### config.mk
export PLATFORM = sky130hd
export DESIGN_NAME = tmr_channel
export DESIGN_NICKNAME = d
export VERILOG_FILES = /design/src/rtl/tmr_pkg.sv /design/src/rtl/tmr_wr_seq.sv /design/src/rtl/tmr_core.sv /design/src/rtl/tmr_rd_latch.sv /design/src/rtl/tmr_channel.sv
export SDC_FILE = /design/constraint.sdc
export NUM_CORES = 1
export LEC_CHECK = 0
export CORE_ASPECT_RATIO = 0.6
export CORE_MARGIN = 2
export CORE_UTILIZATION = 25
export CTS_BUF_LIST = sky130_fd_sc_hd__clkbuf_16
export DETAILED_ROUTE_END_ITERATION = 16
export DONT_BUFFER_PORTS = 1
export HOLD_SLACK_MARGIN = 0.1
export PLACE_DENSITY = 0.49
export SLEW_MARGIN = 20
export SYNTH_ARGS = -nofsm -noshare
export SYNTH_HDL_FRONTEND = slang
export SYNTH_SLANG_ARGS = --single-unit
### constraint.sdc
create_clock -name clk -period 3.2 [get_ports clk]
set_input_delay 0.48 -clock clk [delete_from_list [all_inputs] [get_ports clk]]
set_output_delay 0.48 -clock clk [all_outputs]
set_load 0.01 [all_outputs]
### src/rtl/tmr_pkg.sv
package tmr_pkg;
    localparam int BYTE_W = 8;
    localparam int CNT_W  = 2 * BYTE_W;
    localparam int CTL_W  = 6;
    localparam int NDIG   = CNT_W / 4;

    typedef enum logic [1:0] {
        MD_TERM   = 2'd0,
        MD_RATE   = 2'd1,
        MD_SQUARE = 2'd2
    } mode_e;

    localparam logic [1:0] ACC_LO = 2'b01;
    localparam logic [1:0] ACC_HI = 2'b10;

    // low two bits of the mode code decide: x10 rate, x11 square, rest terminal
    function automatic mode_e mode_decode(logic [1:0] code_lo);
        case (code_lo)
            2'b10:   return MD_RATE;
            2'b11:   return MD_SQUARE;
            default: return MD_TERM;
        endcase
    endfunction
endpackage

### src/rtl/tmr_wr_seq.sv
module tmr_wr_seq
    import tmr_pkg::*;
(
    input  logic              clk,
    input  logic              rst_n,
    input  logic              ctl_wr,
    input  logic [1:0]        acc,
    input  logic              data_wr,
    input  logic [BYTE_W-1:0] wr_byte,
    output logic              load_req,
    output logic [CNT_W-1:0]  load_val
);
    typedef struct packed {
        logic              hi_next;
        logic [BYTE_W-1:0] lo_hold;
        logic [CNT_W-1:0]  val;
    } wseq_t;

    wseq_t ws_d, ws_q;

    always_comb begin
        ws_d     = ws_q;
        load_req = 1'b0;
        if (ctl_wr) begin
            ws_d.hi_next = 1'b0;
        end else if (data_wr) begin
            if (acc == ACC_LO) begin
                ws_d.val = {{BYTE_W{1'b0}}, wr_byte};
                load_req = 1'b1;
            end else if (acc == ACC_HI) begin
                ws_d.val = {wr_byte, {BYTE_W{1'b0}}};
                load_req = 1'b1;
            end else if (!ws_q.hi_next) begin
                ws_d.lo_hold = wr_byte;
                ws_d.hi_next = 1'b1;
            end else begin
                ws_d.val     = {wr_byte, ws_q.lo_hold};
                ws_d.hi_next = 1'b0;
                load_req     = 1'b1;
            end
        end
    end

    always_ff @(posedge clk) begin
        if (!rst_n) ws_q <= '0;
        else        ws_q <= ws_d;
    end

    assign load_val = ws_q.val;
endmodule

### src/rtl/tmr_core.sv
module tmr_core
    import tmr_pkg::*;
(
    input  logic             clk,
    input  logic             rst_n,
    input  logic             ctl_wr,
    input  mode_e            wr_mode,
    input  mode_e            mode,
    input  logic             bcd,
    input  logic             cnt_tick,
    input  logic             gate,
    input  logic             load_req,
    input  logic [CNT_W-1:0] load_val,
    output logic [CNT_W-1:0] count,
    output logic             out_lvl,
    output logic             null_cnt,
    output logic             armed,
    output logic             pend
);
    localparam logic [CNT_W-1:0] ONE = CNT_W'(1);
    localparam logic [CNT_W-1:0] TWO = CNT_W'(2);

    typedef struct packed {
        logic [CNT_W-1:0] cnt;
        logic             out;
        logic             nul;
        logic             armed;
        logic             pend;
    } core_t;

    core_t cs_d, cs_q;
    logic [CNT_W-1:0] step1, step2;

    function automatic logic [CNT_W-1:0] dec_one(logic [CNT_W-1:0] v, logic use_bcd);
        logic [CNT_W-1:0] r;
        logic             borrow;
        if (!use_bcd) return v - ONE;
        r      = v;
        borrow = 1'b1;
        for (int i = 0; i < NDIG; i++) begin
            if (borrow) begin
                if (v[4*i +: 4] == 4'd0) begin
                    r[4*i +: 4] = 4'd9;
                end else begin
                    r[4*i +: 4] = v[4*i +: 4] - 4'd1;
                    borrow      = 1'b0;
                end
            end
        end
        return r;
    endfunction

    always_comb begin
        cs_d  = cs_q;
        step1 = dec_one(cs_q.cnt, bcd);
        step2 = dec_one(step1, bcd);
        if (ctl_wr) begin
            cs_d.out   = (wr_mode != MD_TERM);
            cs_d.pend  = 1'b0;
            cs_d.armed = 1'b0;
            cs_d.nul   = 1'b1;
        end else begin
            if (load_req) begin
                cs_d.pend = 1'b1;
                cs_d.nul  = 1'b1;
                if (mode == MD_TERM) cs_d.out = 1'b0;
            end
            if (cnt_tick) begin
                if (cs_q.pend && !load_req) begin
                    cs_d.cnt   = load_val;
                    cs_d.armed = 1'b1;
                    cs_d.pend  = 1'b0;
                    cs_d.nul   = 1'b0;
                    if (mode != MD_TERM) cs_d.out = 1'b1;
                end else if (cs_q.armed && gate) begin
                    case (mode)
                        MD_RATE: begin
                            if (cs_q.cnt == ONE) begin
                                cs_d.cnt = load_val;
                                cs_d.out = 1'b1;
                            end else begin
                                cs_d.cnt = step1;
                                cs_d.out = (step1 != ONE);
                            end
                        end
                        MD_SQUARE: begin
                            if (cs_q.cnt == ONE || cs_q.cnt == TWO) begin
                                cs_d.out = !cs_q.out;
                                // low half takes the even part of N
                                cs_d.cnt = cs_q.out ? {load_val[CNT_W-1:1], 1'b0} : load_val;
                            end else begin
                                cs_d.cnt = step2;
                            end
                        end
                        default: begin
                            cs_d.cnt = step1;
                            if (step1 == '0) cs_d.out = 1'b1;
                        end
                    endcase
                end
            end
        end
    end

    always_ff @(posedge clk) begin
        if (!rst_n) cs_q <= '0;
        else        cs_q <= cs_d;
    end

    assign count    = cs_q.cnt;
    assign out_lvl  = cs_q.out;
    assign null_cnt = cs_q.nul;
    assign armed    = cs_q.armed;
    assign pend     = cs_q.pend;
endmodule

### src/rtl/tmr_rd_latch.sv
module tmr_rd_latch
    import tmr_pkg::*;
(
    input  logic              clk,
    input  logic              rst_n,
    input  logic              ctl_wr,
    input  logic [1:0]        acc,
    input  logic              latch_cnt,
    input  logic              latch_sts,
    input  logic              data_rd,
    input  logic [CNT_W-1:0]  live_cnt,
    input  logic [BYTE_W-1:0] live_sts,
    output logic [BYTE_W-1:0] rd_byte,
    output logic              cnt_held,
    output logic              sts_held,
    output logic [CNT_W-1:0]  cnt_snap,
    output logic [BYTE_W-1:0] sts_snap
);
    typedef struct packed {
        logic [CNT_W-1:0]  snap;
        logic              cheld;
        logic [BYTE_W-1:0] sts;
        logic              sheld;
        logic              rptr;
    } rlat_t;

    rlat_t rl_d, rl_q;
    logic [CNT_W-1:0] src_word;
    logic             pair, hi_sel;

    always_comb begin
        pair     = (acc != ACC_LO) && (acc != ACC_HI);
        hi_sel   = (acc == ACC_HI) || (pair && rl_q.rptr);
        src_word = rl_q.cheld ? rl_q.snap : live_cnt;
        if (rl_q.sheld)  rd_byte = rl_q.sts;
        else if (hi_sel) rd_byte = src_word[CNT_W-1 -: BYTE_W];
        else             rd_byte = src_word[BYTE_W-1:0];

        rl_d = rl_q;
        if (ctl_wr) begin
            rl_d.cheld = 1'b0;
            rl_d.sheld = 1'b0;
            rl_d.rptr  = 1'b0;
        end else begin
            if (data_rd) begin
                if (rl_q.sheld) begin
                    rl_d.sheld = 1'b0;
                end else if (pair) begin
                    rl_d.rptr = !rl_q.rptr;
                    if (rl_q.rptr) rl_d.cheld = 1'b0;
                end else begin
                    rl_d.cheld = 1'b0;
                end
            end
            if (latch_cnt && !rl_q.cheld) begin
                rl_d.snap  = live_cnt;
                rl_d.cheld = 1'b1;
            end
            if (latch_sts && !rl_q.sheld) begin
                rl_d.sts   = live_sts;
                rl_d.sheld = 1'b1;
            end
        end
    end

    always_ff @(posedge clk) begin
        if (!rst_n) rl_q <= '0;
        else        rl_q <= rl_d;
    end

    assign cnt_held = rl_q.cheld;
    assign sts_held = rl_q.sheld;
    assign cnt_snap = rl_q.snap;
    assign sts_snap = rl_q.sts;
endmodule

### src/rtl/tmr_channel.sv
module tmr_channel
    import tmr_pkg::*;
(
    input  logic              clk,
    input  logic              rst_n,
    input  logic              ctl_wr,
    input  logic [CTL_W-1:0]  ctl_word,
    input  logic              data_wr,
    input  logic [BYTE_W-1:0] wr_byte,
    input  logic              data_rd,
    output logic [BYTE_W-1:0] rd_byte,
    input  logic              latch_cnt,
    input  logic              latch_sts,
    input  logic              cnt_tick,
    input  logic              gate,
    output logic              tmr_out
);
    logic [CTL_W-1:0]  ctl_d, ctl_q;
    mode_e             run_mode, wr_mode;
    logic              load_req, null_cnt, armed, pend;
    logic              cnt_held, sts_held;
    logic [CNT_W-1:0]  load_val, cnt_live, cnt_snap;
    logic [BYTE_W-1:0] live_sts, sts_snap;

    always_comb begin
        ctl_d = ctl_q;
        if (ctl_wr) ctl_d = ctl_word;
    end

    always_ff @(posedge clk) begin
        if (!rst_n) ctl_q <= '0;
        else        ctl_q <= ctl_d;
    end

    assign run_mode = mode_decode(ctl_q[2:1]);
    assign wr_mode  = mode_decode(ctl_word[2:1]);
    assign live_sts = {tmr_out, null_cnt, ctl_q};

    tmr_wr_seq u_wseq (
        .clk      (clk),
        .rst_n    (rst_n),
        .ctl_wr   (ctl_wr),
        .acc      (ctl_q[5:4]),
        .data_wr  (data_wr),
        .wr_byte  (wr_byte),
        .load_req (load_req),
        .load_val (load_val)
    );

    tmr_core u_core (
        .clk      (clk),
        .rst_n    (rst_n),
        .ctl_wr   (ctl_wr),
        .wr_mode  (wr_mode),
        .mode     (run_mode),
        .bcd      (ctl_q[0]),
        .cnt_tick (cnt_tick),
        .gate     (gate),
        .load_req (load_req),
        .load_val (load_val),
        .count    (cnt_live),
        .out_lvl  (tmr_out),
        .null_cnt (null_cnt),
        .armed    (armed),
        .pend     (pend)
    );

    tmr_rd_latch u_rlat (
        .clk       (clk),
        .rst_n     (rst_n),
        .ctl_wr    (ctl_wr),
        .acc       (ctl_q[5:4]),
        .latch_cnt (latch_cnt),
        .latch_sts (latch_sts),
        .data_rd   (data_rd),
        .live_cnt  (cnt_live),
        .live_sts  (live_sts),
        .rd_byte   (rd_byte),
        .cnt_held  (cnt_held),
        .sts_held  (sts_held),
        .cnt_snap  (cnt_snap),
        .sts_snap  (sts_snap)
    );
endmodule

==> results_dict.tcl <==
set metrics [dict create \
    final_core_util_pct 29.6 \
    mostFrequentLayoutCell "nand2_1" \
    slew_headroom_pct 39.1 \
    synth_simple_gate_area_share_pct 25.3 \
    grt_pass1_vias 4922 \
    max_clock_freq_ghz 0.327 \
    hold_class "input port to register" \
    synth_fa_ha_area_share_pct 2.08 \
    synth_xor_area_share_pct 3.21 \
    slew_viol_final 0 \
    synth_top_family_by_area "compound AO/OA/AOI/OAI gates" \
    io_pins 32 \
    wl_per_cell_um 20.0 \
    dieWidth_um 194 \
    required_ns 3.45 \
    critPathMaxFanout 7 \
    path_clk_slew_ns 0.06 \
    finClkSkew_ns 0.00506 \
    rsz0062_at_grt "no" \
    holdBufCountCts 0 \
    async_reset_ff_share_pct 0 \
    synthesis.area_um2 5420 \
    placed_cell_area_um2 5990 \
    first_pass_iters 5 \
    timing.rr.end "u_core.count[3]" \
    crit_arrival_ns 3.30 \
    hold_viol_final 0 \
    clock-sinks 78 \
    synth_edf_count 0 \
    setup_viol 0 \
    postLayoutCellArea_um2 6250 \
    mostFrequentLayoutCells "nand2_1, dfxtp_1, buf_4, a21oi_1, o21ai_0" \
    status "finished, final reports clean" \
    worstSetupStartpoint "u_core.count[2]" \
    yosysWarnings 0 \
    grt-ovfl-total 0 \
    timing.rr.start "u_core.count[2]" \
    clock-root-buffer "clkbuf_16" \
    clock_latency_ns 0.35 \
    grt_usage_pct 17.4 \
    fin_crit_ns 3.05 \
    synth-seq-cells 78 \
    grt_pass1_wl_mm 30.5 \
    powerDensity_nw_per_um2 374 \
    maxCapViolCount 0 \
    yosysSeqAreaShare_pct 28.8 \
    place_congestion 0.931 \
    rows 41 \
    synth_compound_area_share_pct 26.4 \
    cts_made_buffers 9 \
    drc 0 \
    cts_max_level 3 \
    initial_utilization_pct 25.6 \
    dpl.hpwl_mm 15.2 \
    post-cts-setup-buffer-count 0 \
    endpoint "u_core.count[3]" \
    startpoint_type "register" \
    ys_types 69 \
    diodes 0 \
    clockBufferDepth 2 \
    die_y_um 118 \
    synthCells 682 \
    max-vdd-ir-drop_mv 0.228 \
    finalPower_mw 2.34 \
    grt_max_degree 76 \
    fin_crit_sh_pct 95.5 \
    path_class "register to register" \
    reg2reg_depth 9 \
    ys.flop_type "dfxtp_1" \
    portBuffers 0 \
    final_layout_size_suffix_gt1_share_pct 15.5 \
    synth.area.mux_share_pct 8.87 \
    regToRegSetupSlack_ns 0.15 \
    drtIter0Drc 574 \
    fp.dieArea_um2 22900 \
    avgViaCountPerCell 5.41 \
    post_cts_resized 0 \
    leakagePower_nw 2.29 \
    end_kind "register" \
    wl_mm 19.6 \
    whs_ns 0.220 \
    num_vias 5308 \
    min_from "data_rd" \
    area_growth_pct 15.5 \
    syn-num-nets 714 \
    ant_nets 0 \
    core_area_um2 21100 \
    tightest_slew_ns 0.914 \
    synth.avg_cell_area_um2 7.94 \
    fin_setup_tns_ns 0 \
    cts_tree "yes" \
    fin_nets 729 \
    antenna_found_initial 0 \
]
==> critical path: stages (launching register included) <==
cell and delay, ns:
dfxtp_1 0.32, buf_4 0.17, nor4_4 0.47, nand4_2 0.25, or4_1 0.72, o21a_1 0.32, and2_1 0.21, o21ai_0 0.21
a21oi_1 0.09, o21a_1 0.19
==> flip-flops by register name, summed over array words and instances (netlist names), 6 cells and up <==
| register | flops |
|---|---|
| u_core.count | 16 |
| u_wseq.ws_q | 9 |
| u_rlat.sts_snap | 8 |
| u_rlat.cnt_snap | 16 |
| ctl_q | 6 |
| u_wseq.load_val | 16 |
==> synth_stat cells, drive strengths merged, types with 3 or more instances <==
| cell type | number | share of area [%] |
|---|---|---|
| a211o | 5 | 0.81 |
| a211oi | 10 | 1.6 |
| a21boi | 37 | 5.1 |
| a21o | 7 | 0.97 |
| a21oi | 42 | 3.9 |
| a221oi | 4 | 0.65 |
| a22oi | 4 | 0.55 |
| a31oi | 11 | 1.3 |
| a32oi | 4 | 0.65 |
| and2 | 6 | 0.69 |
| and3 | 6 | 0.69 |
| buf | 11 | 1.2 |
| clkbuf | 45 | 3.1 |
| dfxtp | 78 | 29 |
| ha | 9 | 2.1 |
| inv | 15 | 1.0 |
| mux2 | 10 | 2.1 |
| mux2i | 18 | 3.4 |
| mux4 | 8 | 3.3 |
| nand2 | 93 | 6.4 |
| nand2b | 9 | 1.0 |
| nand3 | 29 | 2.8 |
| nand3b | 12 | 1.7 |
| nand4 | 5 | 0.69 |
| nor2 | 34 | 2.4 |
| nor2b | 19 | 2.2 |
| nor3 | 14 | 1.3 |
| nor3b | 13 | 1.8 |
| nor4 | 4 | 1.1 |
| o211a | 8 | 1.5 |
| o211ai | 6 | 0.83 |
| o21a | 3 | 0.42 |
| o21ai | 38 | 3.7 |
| o22ai | 8 | 1.0 |
| o31ai | 4 | 0.65 |
| or3 | 9 | 1.0 |
| or4 | 4 | 0.69 |
| xnor2 | 11 | 1.8 |
| xor2 | 8 | 1.4 |
==> worst min path at each step <==
stage,end,slack (ns),cells after the start
after floorplan,u_wseq.ws_q[22],0.44,2
after global placement,u_rlat.cnt_snap[7],0.45,2
after detailed placement,u_rlat.cnt_snap[3],0.45,2
after CTS,u_rlat.sts_held,0.21,1
after global routing,u_rlat.sts_held,0.21,1
final,u_rlat.sts_held,0.22,1
==> power by group <==
group	leakage, nW	switching [mW]	internal, mW
Combinational	1.52	0.197	0.146
Clock	0.132	0.443	0.520
Sequential	0.633	0.0310	0.999
==> final cells by class <==
cell class | count | area, um^2
clock buffer | 9 | 225
timing repair buffer | 60 | 450
multi-input combinational | 533 | 3570
tap | 279 | 349
inverter | 15 | 56.3
sequential | 78 | 1560
clock inverter | 7 | 41.3
fill | 2265 | 14900
==> per-stage QoR <==
step / setup slack, ns / instances
6_report: 0.146 / 981
5_1_grt: 0.00651 / 981
4_1_cts: 0.171 / 981
3_5_place_dp: 0.187 / 965
3_3_place_gp: 0.176 / 965
2_1_floorplan: 0.0310 / 682
==> cells by family after synthesis <==
kind of cell             Yosys count
multiplexers                      36
flip-flops                        78
XOR/XNOR                          19
AO/OA/AOI/OAI                    207
buffers and inverters             71
AND/OR/NAND/NOR                  262
adder cells (fa/ha/maj)            9
==> routing by layer <==
metal	part of all wire, %	global-route usage [%]
met5	0	0
met4	0.71	2.89
met3	11	7.54
met2	33	19.4
met1	55	28.6
(Power assumes the default switching activity.)
